==> src/rtl/sniq_pkg.sv <==
package sniq_pkg;
  // strobes from control to the entry storage
  typedef struct packed {
    logic push;
    logic pop;
  } qStrobe_t;

  typedef enum logic {BAR_IDLE = 1'b0, BAR_WAIT = 1'b1} barState_e;
endpackage

==> src/rtl/sniq_dpath.sv <==
module sniq_dpath
  import sniq_pkg::*;
#(
  parameter int AW    = 16,
  parameter int DEPTH = 4
) (
  input  logic          clk,
  input  logic          rstN,
  input  qStrobe_t      strobe,
  input  logic [AW-1:0] pushAddr,
  input  logic [AW-1:0] cmpAddr,
  output logic          full,
  output logic          empty,
  output logic [AW-1:0] headAddr,
  output logic          cmpHit
);
  localparam int PW = (DEPTH > 1) ? $clog2(DEPTH) : 1;
  localparam logic [PW-1:0] LAST = PW'(DEPTH - 1);

  logic [AW-1:0]    slotAddr [DEPTH];
  logic [DEPTH-1:0] slotLive;
  logic [DEPTH-1:0] slotMatch;
  logic [PW-1:0]    wrPtr, rdPtr;

  assign full     = &slotLive;
  assign empty    = ~|slotLive;
  assign headAddr = slotAddr[rdPtr];
  assign cmpHit   = |(slotLive & slotMatch);

  for (genvar g = 0; g < DEPTH; g++) begin : gSlot
    assign slotMatch[g] = (slotAddr[g] == cmpAddr);

    always_ff @(posedge clk) begin
      if (!rstN) begin
        slotLive[g] <= 1'b0;
        slotAddr[g] <= '0;
      end else begin
        if (strobe.push && wrPtr == PW'(g)) begin
          slotLive[g] <= 1'b1;
          slotAddr[g] <= pushAddr;
        end else if (strobe.pop && rdPtr == PW'(g)) begin
          slotLive[g] <= 1'b0;
        end
      end
    end
  end

  always_ff @(posedge clk) begin
    if (!rstN) begin
      wrPtr <= '0;
      rdPtr <= '0;
    end else begin
      if (strobe.push) wrPtr <= (wrPtr == LAST) ? '0 : wrPtr + 1'b1;
      if (strobe.pop)  rdPtr <= (rdPtr == LAST) ? '0 : rdPtr + 1'b1;
    end
  end

  // control must never write into a full queue
  a_r6_no_push_when_full: assert property (@(posedge clk) disable iff (!rstN)
    strobe.push |-> !full);
  // only a present head may be consumed
  a_r4_no_pop_when_empty: assert property (@(posedge clk) disable iff (!rstN)
    strobe.pop |-> !empty);
  // head address only moves when the head is consumed
  a_r5_head_stable: assert property (@(posedge clk) disable iff (!rstN)
    (!empty && !strobe.pop) |=> $stable(headAddr));
endmodule

==> src/rtl/sniq_ctrl.sv <==
module sniq_ctrl
  import sniq_pkg::*;
#(
  parameter int MAX_LOADS = 8
) (
  input  logic     clk,
  input  logic     rstN,
  input  logic     snpValid,
  input  logic     snpRdx,
  input  logic     full,
  input  logic     empty,
  input  logic     cmpHit,
  input  logic     invBusy,
  input  logic     msgReqValid,
  input  logic     loadIssue,
  input  logic     loadDone,
  input  logic     barReq,
  output qStrobe_t strobe,
  output logic     snpAck,
  output logic     snpDataGo,
  output logic     invValid,
  output logic     msgGrant,
  output logic     barDone
);
  localparam int LW = $clog2(MAX_LOADS + 1);

  logic [LW-1:0] loadCnt;
  barState_e     barState;

  assign snpAck      = snpValid && !full;
  assign snpDataGo   = snpAck && snpRdx;
  assign invValid    = !empty;
  assign strobe.push = snpAck;
  assign strobe.pop  = invValid && !invBusy;
  assign msgGrant    = msgReqValid && !cmpHit;
  assign barDone     = (barState == BAR_WAIT) && empty && (loadCnt == '0);

  always_ff @(posedge clk) begin
    if (!rstN) begin
      loadCnt <= '0;
    end else if (loadIssue && !loadDone) begin
      loadCnt <= loadCnt + 1'b1;
    end else if (loadDone && !loadIssue) begin
      loadCnt <= loadCnt - 1'b1;
    end
  end

  always_ff @(posedge clk) begin
    if (!rstN) begin
      barState <= BAR_IDLE;
    end else begin
      case (barState)
        BAR_IDLE: if (barReq)  barState <= BAR_WAIT;
        BAR_WAIT: if (barDone) barState <= BAR_IDLE;
        default:               barState <= BAR_IDLE;
      endcase
    end
  end

  // an acknowledge always answers a presented snoop
  a_r2_ack_needs_valid: assert property (@(posedge clk) disable iff (!rstN)
    snpAck |-> snpValid);
  // data release only accompanies an accepted snoop
  a_r3_data_with_ack: assert property (@(posedge clk) disable iff (!rstN)
    snpDataGo |-> (snpAck && snpRdx));
  // a completion never arrives with no load outstanding
  a_r9_no_load_underflow: assert property (@(posedge clk) disable iff (!rstN)
    (loadDone && !loadIssue) |-> (loadCnt != '0));
  // barrier done leaves no queued entry behind
  a_r8_done_drained: assert property (@(posedge clk) disable iff (!rstN)
    barDone |-> !strobe.pop);
endmodule

==> src/rtl/snoop_inval_queue.sv <==
module snoop_inval_queue
  import sniq_pkg::*;
#(
  parameter int AW        = 16,
  parameter int DEPTH     = 4,
  parameter int MAX_LOADS = 8
) (
  input  logic          clk,
  input  logic          rstN,
  input  logic          snpValid,
  input  logic          snpRdx,
  input  logic [AW-1:0] snpAddr,
  output logic          snpAck,
  output logic          snpDataGo,
  output logic          invValid,
  output logic [AW-1:0] invAddr,
  input  logic          invBusy,
  input  logic          msgReqValid,
  input  logic [AW-1:0] msgReqAddr,
  output logic          msgGrant,
  input  logic          loadIssue,
  input  logic          loadDone,
  input  logic          barReq,
  output logic          barDone
);
  qStrobe_t strobe;
  logic     qFull, qEmpty, qHit;

  sniq_ctrl #(.MAX_LOADS(MAX_LOADS)) u_ctrl (
    .clk(clk), .rstN(rstN),
    .snpValid(snpValid), .snpRdx(snpRdx),
    .full(qFull), .empty(qEmpty), .cmpHit(qHit),
    .invBusy(invBusy), .msgReqValid(msgReqValid),
    .loadIssue(loadIssue), .loadDone(loadDone), .barReq(barReq),
    .strobe(strobe), .snpAck(snpAck), .snpDataGo(snpDataGo),
    .invValid(invValid), .msgGrant(msgGrant), .barDone(barDone)
  );

  sniq_dpath #(.AW(AW), .DEPTH(DEPTH)) u_dpath (
    .clk(clk), .rstN(rstN), .strobe(strobe),
    .pushAddr(snpAddr), .cmpAddr(msgReqAddr),
    .full(qFull), .empty(qEmpty), .headAddr(invAddr), .cmpHit(qHit)
  );

  // the head entry's line can never be granted a message
  a_r7_head_blocks_msg: assert property (@(posedge clk) disable iff (!rstN)
    (msgReqValid && invValid && msgReqAddr == invAddr) |-> !msgGrant);
  // a busy array port keeps the invalidate offered
  a_r5_busy_holds: assert property (@(posedge clk) disable iff (!rstN)
    (invValid && invBusy) |=> invValid);
endmodule

==> config.mk <==
export PLATFORM = sky130hd
export DESIGN_NAME = snoop_inval_queue
export DESIGN_NICKNAME = d
export VERILOG_FILES = /design/src/rtl/sniq_pkg.sv /design/src/rtl/sniq_dpath.sv /design/src/rtl/sniq_ctrl.sv /design/src/rtl/snoop_inval_queue.sv
export SDC_FILE = /design/constraint.sdc
export NUM_CORES = 1
export LEC_CHECK = 0
export ABC_AREA = 1
export CORE_ASPECT_RATIO = 1.75
export CORE_MARGIN = 2
export CORE_UTILIZATION = 40
export CTS_BUF_LIST = sky130_fd_sc_hd__clkbuf_4
export DETAILED_ROUTE_END_ITERATION = 10
export DONT_BUFFER_PORTS = 1
export PLACE_DENSITY_LB_ADDON = 0.25
export SLEW_MARGIN = 5
export SYNTH_ARGS = -nofsm -noshare
export SYNTH_HDL_FRONTEND = slang
export SYNTH_HIERARCHICAL = 1
export SYNTH_SLANG_ARGS = --single-unit
==> constraint.sdc <==
create_clock -name clk -period 4.9 [get_ports clk]
set_input_delay 0.98 -clock clk [delete_from_list [all_inputs] [get_ports clk]]
set_output_delay 0.98 -clock clk [all_outputs]
set_load 0.05 [all_outputs]
==> summary.txt, run 1 <==
status -> finished, final reports clean
Die Width -> 85.6 um
Worst Hold Depth -> 2
Starting Density -> 40.7%
Net Count, Synth -> 681
Post-synth EDFFs -> 64
Final Net Count -> 686
Post-Route WL -> 13000 um
Synth Register Bits -> 79
final setup TNS -> 0 ns
Syn Inst Count -> 628
Core Region -> 0.0115 mm2
Total Routing Usage GR -> 21.0%
first-pass GRT wire length -> 19600 um
Tmin final -> 3.62 ns
Worst slew margin -> 19.4%
Flop pwr share -> 47.7%
clock share of power -> 25.3%
r2r worst-path depth -> 5
internal power -> 1.11 mW
Max IR drop VDD -> 0.000187 V
Ports -> 62
P_sw -> 0.620 mW
DR DRC count -> 0
pwr/cell area -> 345 mW/mm2
RR Startpoint -> u_dpath/slotLive[2]$_SDFFE_PN0P_
H-Tree Depth -> 3
Max Buffers Root-to-Sink -> 2
CTS Root Cell -> clkbuf_4
Core Rows -> 52
Core Util, Final -> 43.7%
CTS tree -> yes
die height -> 147 um
clk_lat worst skew -> 0.43 ns
Post-DRT Antenna Nets -> 0
drt first-iter violations -> 228
post-synth top area cell -> edfxtp_1
Synth top area share -> 41.2%
GPL Wtd Cong -> 0.900
post-synthesis instance area -> 0.00466 mm2
Max FO, Critical Path -> 46
DP HPWL -> 10100 um
final hold violation count -> 0
Port-buffer cells -> 0
minimum setup slack among reg-to-reg paths -> 2.23 ns
area delta synth->final -> 7.27%
Resize count post-CTS -> 0
hold buffer count at cts -> 0
Final Worst Setup Slack -> 1.28 ns
hold slack -> 0.523 ns
RR Endpoint -> u_dpath/slotAddr[3][14]$_SDFFCE_PN0P_
yosys warns -> 6
top_reg_cell synth -> edfxtp_1
Die ar. -> 0.0126 mm2
syn avg cell area -> 7.43 um2
Comb power frac -> 27.0%
clk sinks -> 79
Crit path arrival time -> 2.64 ns
routed length per placed instance -> 16.8 um
Setup CP Type -> flop to primary output
sw frac -> 35.9%
Max Transition Viols Final -> 0
HP Start -> u_dpath/slotLive[1]$_SDFFE_PN0P_
Hold Path End -> u_dpath/slotLive[1]$_SDFFE_PN0P_
met1 usage -> 20.4%
leakage power -> 2.36 nW
Synth area leaders -> edfxtp_1, nand2_1, nor2_1
fmax -> 0.277 GHz
Worst Skew -> 0.0145 ns
CP startpoint kind -> flop
synth cell count leaders -> nand2_1, nor2_1, inv_1
synth unique cells -> 24
clock buffer count from CTS -> 9
dpl ws -> 1.52 ns
HP Class -> flop to flop
Tcrit/Tclk final -> 73.8%
antenna violations before repair -> 1
Final Setup Violations -> 0
met2 Usage GRT -> 39.6%
vias per cell -> 5.07
via count -> 3925
Most Crowded Layer GR -> met2
number of iterations in the first detailed-routing pass -> 4
max_cap viols -> 0
unrepaired setup endpoints after global routing -> false
Setup crit end kind -> primary output
clk slew on worst S/H paths -> 0.12 ns
ys async rst share -> 0%
cell with the most instances after synthesis -> nand2_1
sequential fraction of the synthesis area -> 47.7%
Least-Margin Pin Slew -> 1.23 ns
CP Data Required Time -> 3.92 ns
grt ovf -> 0
largest net degree at the start of global routing -> 47
met3 usage -> 4.72%
vias in the first global route -> 3829
Post-CTS Setup Inserts -> 0
fraction of layout cells with a size suffix above 1 -> 5.80%
==> routing by layer <==
layer | vias to the layer above | wire [um]
met2 | 120 | 7290
met3 | 32 | 778
met4 | 0 | 575
met1 | 1798 | 4350
met5 | - | 0
li1 | 1975 | -
==> sequential cells by signal, summed over array words and instances (netlist names), named ones only <==
register and cells:
u_dpath/slotLive 4, u_dpath/rdPtr 2, u_ctrl/barState 1, u_ctrl/loadCnt 4, u_dpath/wrPtr 2, u_dpath/slotAddr 64
==> kinds of logic after synthesis <==
| group | after synthesis | share of synthesized area, % |
|---|---|---|
| compound gates | 92 | 10.2 |
| xor+xnor | 14 | 2.63 |
| flops | 79 | 47.7 |
| fa+ha+maj | 12 | 3.38 |
| simple gates | 312 | 26.1 |
| buf+inv | 119 | 10.1 |
==> worst max path at each step <==
stage,startpoint,endpoint,slack (ns),cells after the start
2_1_floorplan,snpValid,snpDataGo,1.76,2
3_3_place_gp,msgReqAddr[6],msgGrant,1.51,11
3_5_place_dp,msgReqAddr[6],msgGrant,1.52,11
4_1_cts,flop,invAddr[10],1.27,4
5_1_grt,flop,invAddr[10],1.13,4
6_report,flop,invAddr[10],1.28,4
==> per-stage QoR <==
| step | instance area, um2 | power, mW | cells |
|---|---|---|---|
| final | 5000 | 1.73 | 774 |
| after global routing | 5000 | 1.81 | 774 |
| after CTS | 5000 | 1.74 | 773 |
| after detailed placement | 4840 | 1.31 | 757 |
| after global placement | 4840 | 1.30 | 757 |
| after floorplan | 4660 | 1.19 | 628 |
==> worst max-delay path, cell delays in order (launching register included) <==
cell,delay (ns)
dfxtp_1,0.32
buf_4,0.21
inv_2,0.55
o21ai_0,0.16
o22ai_1,0.97
==> power by group through the flow <==
stage | Combinational, mW | Clock (mW) | Sequential [mW]
after CTS | 0.469 | 0.448 | 0.824
after detailed placement | 0.467 | 0 | 0.839
after global placement | 0.461 | 0 | 0.838
after floorplan | 0.364 | 0 | 0.821
final | 0.466 | 0.437 | 0.824
after global routing | 0.510 | 0.465 | 0.830
==> cell type report <==
type                    count  area (um2)
multi-input cells         430        1980
well taps                 135         169
diodes                      1        2.50
inverters                 102         383
fillers                  1150        6450
clock buffers               9        67.6
flip-flops and latches     79        2220
repair buffers             11        82.6
clock inverters             7        96.3
==> layout by cell type (no fill, tap or decap), types with 2 or more instances in the layout <==
cell        count
nor3_1          4
o22ai_1         2
o21ai_0        40
clkbuf_4        9
nor2_1        115
buf_4          11
ha_1           11
xnor2_1         4
nand3_2         3
inv_2           6
nand2_1       176
a21oi_1        40
o211ai_1        5
dfxtp_1        15
nand3_1        10
bufinv_16       2
xor2_1         10
inv_1          96
clkinvlp_4      2
o21ai_1         5
edfxtp_1       64
(Power assumes the default switching activity.)
==> run 2, diff against run 1 <==
Clock period 4.9 ns to 3 ns, I/O delays scaled along.
==> run 2 against run 1 <==
Global-route usage is 1.1 points higher. Setup slack got worse by 0.87 ns. Combinational power grew 71%. Largest cell class unchanged. Largest power group unchanged.
==> summary.txt, run 2 (synthesized netlist as in run 1, its figures left out) <==
CTS Root Cell -> clkbuf_4 (unchanged)
HP Class -> input pin to flop (was flop to flop)
clk sinks -> 79 (unchanged)
antenna violations before repair -> 1 (unchanged)
vias per cell -> 5.09 (was 5.07)
most frequent cells in the layout -> nand2_1, nor2_1, inv_1, edfxtp_1 (unchanged)
unrepaired setup endpoints after global routing -> false (unchanged)
Die Width -> 85.6 um (unchanged)
fmax -> 0.387 GHz
Die ar. -> 0.0126 mm2 (unchanged)
H-Tree Depth -> 3 (unchanged)
Crit path arrival time -> 1.98 ns (was 2.64 ns)
CTS tree -> yes (unchanged)
Resize count post-CTS -> 0 (unchanged)
Core Rows -> 52 (unchanged)
Final Worst Setup Slack -> 0.415 ns (was 1.28 ns)
dpl ws -> 0.745 ns (was 1.52 ns)
Setup CP Type -> flop to primary output (unchanged)
CP Data Required Time -> 2.40 ns (was 3.92 ns)
drt first-iter violations -> 201 (was 228)
clk slew on worst S/H paths -> 0.13 ns (was 0.12 ns)
number of iterations in the first detailed-routing pass -> 5 (was 4)
area delta synth->final -> 8.00% (was 7.27%)
die height -> 147 um (unchanged)
Starting Density -> 40.7% (unchanged)
Post-CTS Setup Inserts -> 0 (unchanged)
Max FO, Critical Path -> 4 (was 46)
CP startpoint kind -> flop (unchanged)
Post-DRT Antenna Nets -> 0 (unchanged)
Least-Margin Pin Slew -> 0.926 ns (was 1.23 ns)
fraction of layout cells with a size suffix above 1 -> 7.41% (was 5.80%)
largest net degree at the start of global routing -> 47 (unchanged)
vias in the first global route -> 4057 (was 3829)
Setup crit start -> u_dpath/slotLive[3]$_SDFFE_PN0P_
max reg flops -> 64 (unchanged)
Total Routing Usage GR -> 22.0% (was 21.0%)
status -> finished, final reports clean (unchanged)
first-pass GRT wire length -> 20800 um (was 19600 um)
Core Region -> 0.0115 mm2 (unchanged)
grt ovf -> 0 (unchanged)
Max Buffers Root-to-Sink -> 2 (unchanged)
RR Startpoint -> u_dpath/slotLive[3]$_SDFFE_PN0P_ (was u_dpath/slotLive[2]$_SDFFE_PN0P_)
Fill cells -> 1196 (was 1150)
Final Setup Violations -> 0 (unchanged)
Tcrit/Tclk final -> 86.2%
routed length per placed instance -> 16.8 um (about the same)
pwr/cell area -> 540 mW/mm2 (was 345 mW/mm2)
DR DRC count -> 0 (unchanged)
final setup TNS -> 0 ns (unchanged)
Max IR drop VDD -> 0.000326 V (was 0.000187 V)
largest register by flop count -> u_dpath/slotAddr (unchanged)
Post-Route WL -> 13200 um (was 13000 um)
HP Start -> barReq (was u_dpath/slotLive[1]$_SDFFE_PN0P_)
hold buffer count at cts -> 0 (unchanged)
Max Transition Viols Final -> 0 (unchanged)
minimum setup slack among reg-to-reg paths -> 0.85 ns (was 2.23 ns)
clock buffer count from CTS -> 9 (unchanged)
GPL Wtd Cong -> 0.951 (was 0.900)
Tmin final -> 2.58 ns
DP HPWL -> 10200 um (was 10100 um)
leakage power -> 2.39 nW (was 2.36 nW)
Setup crit end kind -> primary output (unchanged)
most common cell after layout, fill and taps aside -> nand2_1 (unchanged)
Final Net Count -> 696 (was 686)
Ports -> 62 (unchanged)
Worst Skew -> 0.0255 ns (was 0.0145 ns)
Top Registers -> u_dpath/slotAddr: 64 flops, u_ctrl/loadCnt: 4 flops, u_dpath/slotLive: 4 flops (unchanged)
Worst slew margin -> 38.1% (was 19.4%)
clk_lat worst skew -> 0.46 ns (was 0.43 ns)
final hold violation count -> 0 (unchanged)
max_cap viols -> 0 (unchanged)
Port-buffer cells -> 0 (unchanged)
via count -> 3989 (was 3925)
run 2: changes by cell type in the layout (fill, tap and decap cells not counted), sizes merged:
cell	delta
buf	+10
bufinv	-2
inv	+1
clkinv	+1
run 2: final timing paths:
kind                                           endpoint  cells past startpoint
setup reg to reg  u_dpath/slotAddr[3][14]$_SDFFCE_PN0P_                      5
setup / recovery                                barDone                      5
hold / removal               u_ctrl/barState$_SDFF_PN0_                      2
hold reg to reg              u_ctrl/barState$_SDFF_PN0_                      2
run 2: report_power, final:
group / internal [mW] / leakage [nW] / total (mW) / switching, mW
Sequential: 1.27 / 0.795 / 1.35 / 0.0712
Clock: 0.177 / 0.0629 / 0.578 / 0.401
Combinational: 0.227 / 1.53 / 0.796 / 0.569
Total: 1.68 / 2.39 / 2.72 / 1.04
run 2: metal layers:
metal	routed length, um	up-vias	GRT usage (%)
met2	7580	94	42.5
met5	0	-	0
met4	436	0	9.92
li1	-	2007	-
met1	4630	1858	22.2
met3	539	30	3.82
run 2: through the flow:
step | hold WS, ns | total power, mW | area, um2 | util [%] | std cells
finish | 0.288 | 2.72 | 5040 | 44.0 | 784
global route | 0.276 | 2.87 | 5040 | 44.0 | 784
CTS | 0.262 | 2.74 | 5030 | 44.0 | 783
detailed placement | 0.487 | 2.17 | 4910 | 42.9 | 767
global placement | 0.485 | 2.16 | 4910 | 42.9 | 767
floorplan | 0.463 | 1.94 | 4660 | - | 628
run 2: area by class of cell:
| type | instances | area [um2] | share of cell area (%) |
|---|---|---|---|
| clock buffer | 9 | 67.6 | 1.34 |
| antenna | 1 | 2.50 | 0.0497 |
| inverter | 102 | 383 | 7.60 |
| timing repair buffer | 21 | 158 | 3.13 |
| clock inverter | 7 | 55.1 | 1.09 |
| tap | 135 | 169 | 3.35 |
| multi-input combinational | 430 | 1980 | 39.3 |
| sequential | 79 | 2220 | 44.1 |
run 2: critical path: stages, from the launching register on:
cell	delay [ns]
dfxtp_1	0.37
nor4_1	0.52
nand2_1	0.10
nor3_1	0.14
nand2_1	0.08
inv_1	0.32
==> run 3, diff against run 2 <==
--- a/config.mk
+++ b/config.mk
@@ -8,5 +8,5 @@
 export ABC_AREA = 1
 export CORE_ASPECT_RATIO = 1.75
-export CORE_MARGIN = 2
+export CORE_MARGIN = 8
 export CORE_UTILIZATION = 40
 export CTS_BUF_LIST = sky130_fd_sc_hd__clkbuf_4
==> constraint.sdc (replaced) <==
create_clock -name clk -period 3 [get_ports clk]
set_input_delay 0.6 -clock clk [delete_from_list [all_inputs] [get_ports clk]]
set_output_delay 0.6 -clock clk [all_outputs]
set_load 0.02 [all_outputs]
==> run 3 against run 2 <==
Die area up 23%. First-iteration DRC count rose by 65%. Total power decreased by 2.2%. Via count is 0.13% lower. Non-clock buffer count down 2. Maximum frequency rose by 1.4%. Clock power rose by 16%. Critical endpoint is now invAddr[10]. Combinational power is 19% lower.
==> summary.txt, run 3 (synthesized netlist as in run 1, its figures left out) <==
status -> finished, final reports clean (unchanged)
CTS Root Cell -> clkbuf_4 (unchanged)
number of iterations in the first detailed-routing pass -> 5 (unchanged)
CP startpoint kind -> flop (unchanged)
CTS tree -> yes (unchanged)
DR DRC count -> 0 (unchanged)
minimum setup slack among reg-to-reg paths -> 0.97 ns (was 0.85 ns)
largest net degree at the start of global routing -> 47 (unchanged)
max reg flops -> 64 (unchanged)
first-pass GRT wire length -> 21200 um (was 20800 um)
max_cap viols -> 0 (unchanged)
Final Setup Violations -> 0 (unchanged)
Total Routing Usage GR -> 17.6% (was 22.0%)
met1 usage -> 15.3% (was 22.2%)
Crit path largest cell delay -> 0.52 ns (about the same)
Setup crit end -> invAddr[10] (was barDone)
clock buffer count from CTS -> 9 (unchanged)
Post-Route WL -> 13700 um (was 13200 um)
hold slack -> 0.281 ns (was 0.288 ns)
Ports -> 62 (unchanged)
met2 Usage GRT -> 34.3% (was 42.5%)
Worst Skew -> 0.0207 ns (was 0.0255 ns)
Least-Margin Pin Slew -> 0.917 ns (was 0.926 ns)
area delta synth->final -> 8.34% (was 8.00%)
Worst path slowest cell -> inv_2 (was nor4_1)
Post-DRT Antenna Nets -> 0 (unchanged)
vias in the first global route -> 4199 (was 4057)
vias per cell -> 5.09 (about the same)
Setup crit end kind -> primary output (unchanged)
clk slew on worst S/H paths -> 0.13 ns (about the same)
crit-path cells -> inv_2 > o21ai_0 > o22ai_1 (was nor4_1 > nand2_1 > nor3_1 > nand2_1 > inv_1)
Fill cells -> 1200 (was 1196)
DP HPWL -> 10700 um (was 10200 um)
clk sinks -> 79 (unchanged)
Worst slew margin -> 38.7% (was 38.1%)
Max Buffers Root-to-Sink -> 2 (unchanged)
r2r worst-path depth -> 6 (was 5)
Crit path arrival time -> 1.95 ns (was 1.98 ns)
antenna violations before repair -> 1 (unchanged)
Most Crowded Layer GR -> met2 (unchanged)
Max IR drop VDD -> 0.000319 V (was 0.000326 V)
hold buffer count at cts -> 0 (unchanged)
Max FO, Critical Path -> 46 (was 4)
Tmin final -> 2.55 ns (was 2.58 ns)
most common cell after layout, fill and taps aside -> nand2_1 (unchanged)
Max Transition Viols Final -> 0 (unchanged)
Top Registers -> u_dpath/slotAddr: 64 flops, u_ctrl/loadCnt: 4 flops, u_dpath/slotLive: 4 flops (unchanged)
clk_lat worst skew -> 0.46 ns (about the same)
final instance area -> 0.00505 mm2 (was 0.00504 mm2)
CP Data Required Time -> 2.40 ns (about the same)
Die ar. -> 0.0155 mm2 (was 0.0126 mm2)
largest register by flop count -> u_dpath/slotAddr (unchanged)
placed cell area -> 0.00490 mm2 (was 0.00491 mm2)
most frequent cells in the layout -> nand2_1, nor2_1, inv_1, edfxtp_1, o21ai_0 (was nand2_1, nor2_1, inv_1, edfxtp_1)
Core Region -> 0.0115 mm2 (unchanged)
pwr/cell area -> 527 mW/mm2 (was 540 mW/mm2)
unrepaired setup endpoints after global routing -> false (unchanged)
grt ovf -> 0 (unchanged)
Core Rows -> 52 (unchanged)
H-Tree Depth -> 3 (unchanged)
via count -> 3984 (was 3989)
Die Width -> 97.6 um (was 85.6 um)
fraction of layout cells with a size suffix above 1 -> 6.81% (was 7.41%)
Setup CP Type -> flop to primary output (unchanged)
Resize count post-CTS -> 0 (unchanged)
drt first-iter violations -> 331 (was 201)
Post-CTS Setup Inserts -> 0 (unchanged)
Tcrit/Tclk final -> 85.0% (was 86.2%)
die height -> 159 um (was 147 um)
final hold violation count -> 0 (unchanged)
met3 usage -> 4.91% (was 3.82%)
final setup TNS -> 0 ns (unchanged)
leakage power -> 2.39 nW (about the same)
Final Net Count -> 694 (was 696)
RR Endpoint -> u_dpath/slotAddr[2][14]$_SDFFCE_PN0P_ (was u_dpath/slotAddr[3][14]$_SDFFCE_PN0P_)
Starting Density -> 40.7% (unchanged)
fmax -> 0.392 GHz (was 0.387 GHz)
GPL Wtd Cong -> 0.928 (was 0.951)
routed length per placed instance -> 17.5 um (was 16.8 um)
Port-buffer cells -> 0 (unchanged)
RR Startpoint -> u_dpath/slotLive[3]$_SDFFE_PN0P_ (unchanged)
HP Class -> input pin to flop (unchanged)
==> run 3: cell count changes in the layout (fill, tap and decap cells not counted) <==
cell	previous run	this run
buf_4	21	18
o21ai_0	40	43
o21ai_1	5	2
clkinv_4	2	4
buf_12	0	1
bufinv_16	0	1
clkinv_2	1	0
clkinvlp_4	2	1
inv_6	2	1
nor2_1	115	116
nor2_2	1	0
nor3b_1	0	1
nor3b_2	1	0
==> run 3: through the flow <==
stage                     cells  setup slack, ns  power (mW)  utilization (%)
after global placement      765            0.689        2.01             42.8
after global routing        782            0.304        2.80             44.1
after detailed placement    765            0.714        2.02             42.8
after floorplan             628            0.863        1.79                -
final                       782            0.451        2.66             44.1
after CTS                   781            0.418        2.69             44.1
==> run 3: worst min-delay path by stage <==
stage | from | to | slack, ns | cells after the start
global placement | u_ctrl/barState$_SDFF_PN0_ | u_ctrl/barState$_SDFF_PN0_ | 0.48 | 2
finish | rstN | u_ctrl/loadCnt[0]$_SDFFE_PN0P_ | 0.28 | 2
detailed placement | u_ctrl/barState$_SDFF_PN0_ | u_ctrl/barState$_SDFF_PN0_ | 0.49 | 2
floorplan | u_ctrl/barState$_SDFF_PN0_ | u_ctrl/barState$_SDFF_PN0_ | 0.46 | 2
global route | rstN | u_ctrl/loadCnt[0]$_SDFFE_PN0P_ | 0.26 | 2
CTS | rstN | u_ctrl/loadCnt[0]$_SDFFE_PN0P_ | 0.26 | 2
==> run 3: report_power, final <==
part	total (mW)	switching [mW]	leakage, nW	internal (mW)
Clock	0.668	0.406	0.0767	0.262
Combinational	0.646	0.428	1.52	0.218
Sequential	1.35	0.0721	0.795	1.27
Total	2.66	0.906	2.39	1.75
==> run 3: final cells by class <==
| cell class | count | area, um2 | share of cell area (%) |
|---|---|---|---|
| Sequential cell | 79 | 2220 | 44.0 |
| Multi-Input combinational cell | 430 | 1970 | 39.0 |
| Inverter | 102 | 383 | 7.58 |
| Tap cell | 135 | 169 | 3.34 |
| Timing Repair Buffer | 19 | 155 | 3.07 |
| Clock inverter | 7 | 81.3 | 1.61 |
| Clock buffer | 9 | 67.6 | 1.34 |
| Antenna cell | 1 | 2.50 | 0.0495 |
==> run 3: layer usage <==
| metal | vias up | share of wire, % |
|---|---|---|
| met5 | - | 0 |
| met4 | 0 | 3.9 |
| met3 | 33 | 5.7 |
| met2 | 97 | 56 |
| met1 | 1859 | 35 |
| li1 | 1995 | - |
==> run 3: critical path, delay by kind of cell, from the launching register on <==
family,cells,cell delay (ns)
buffers and inverters,1,0.52
DFF,1,0.34
AOI/OAI and AO/OA,2,0.64
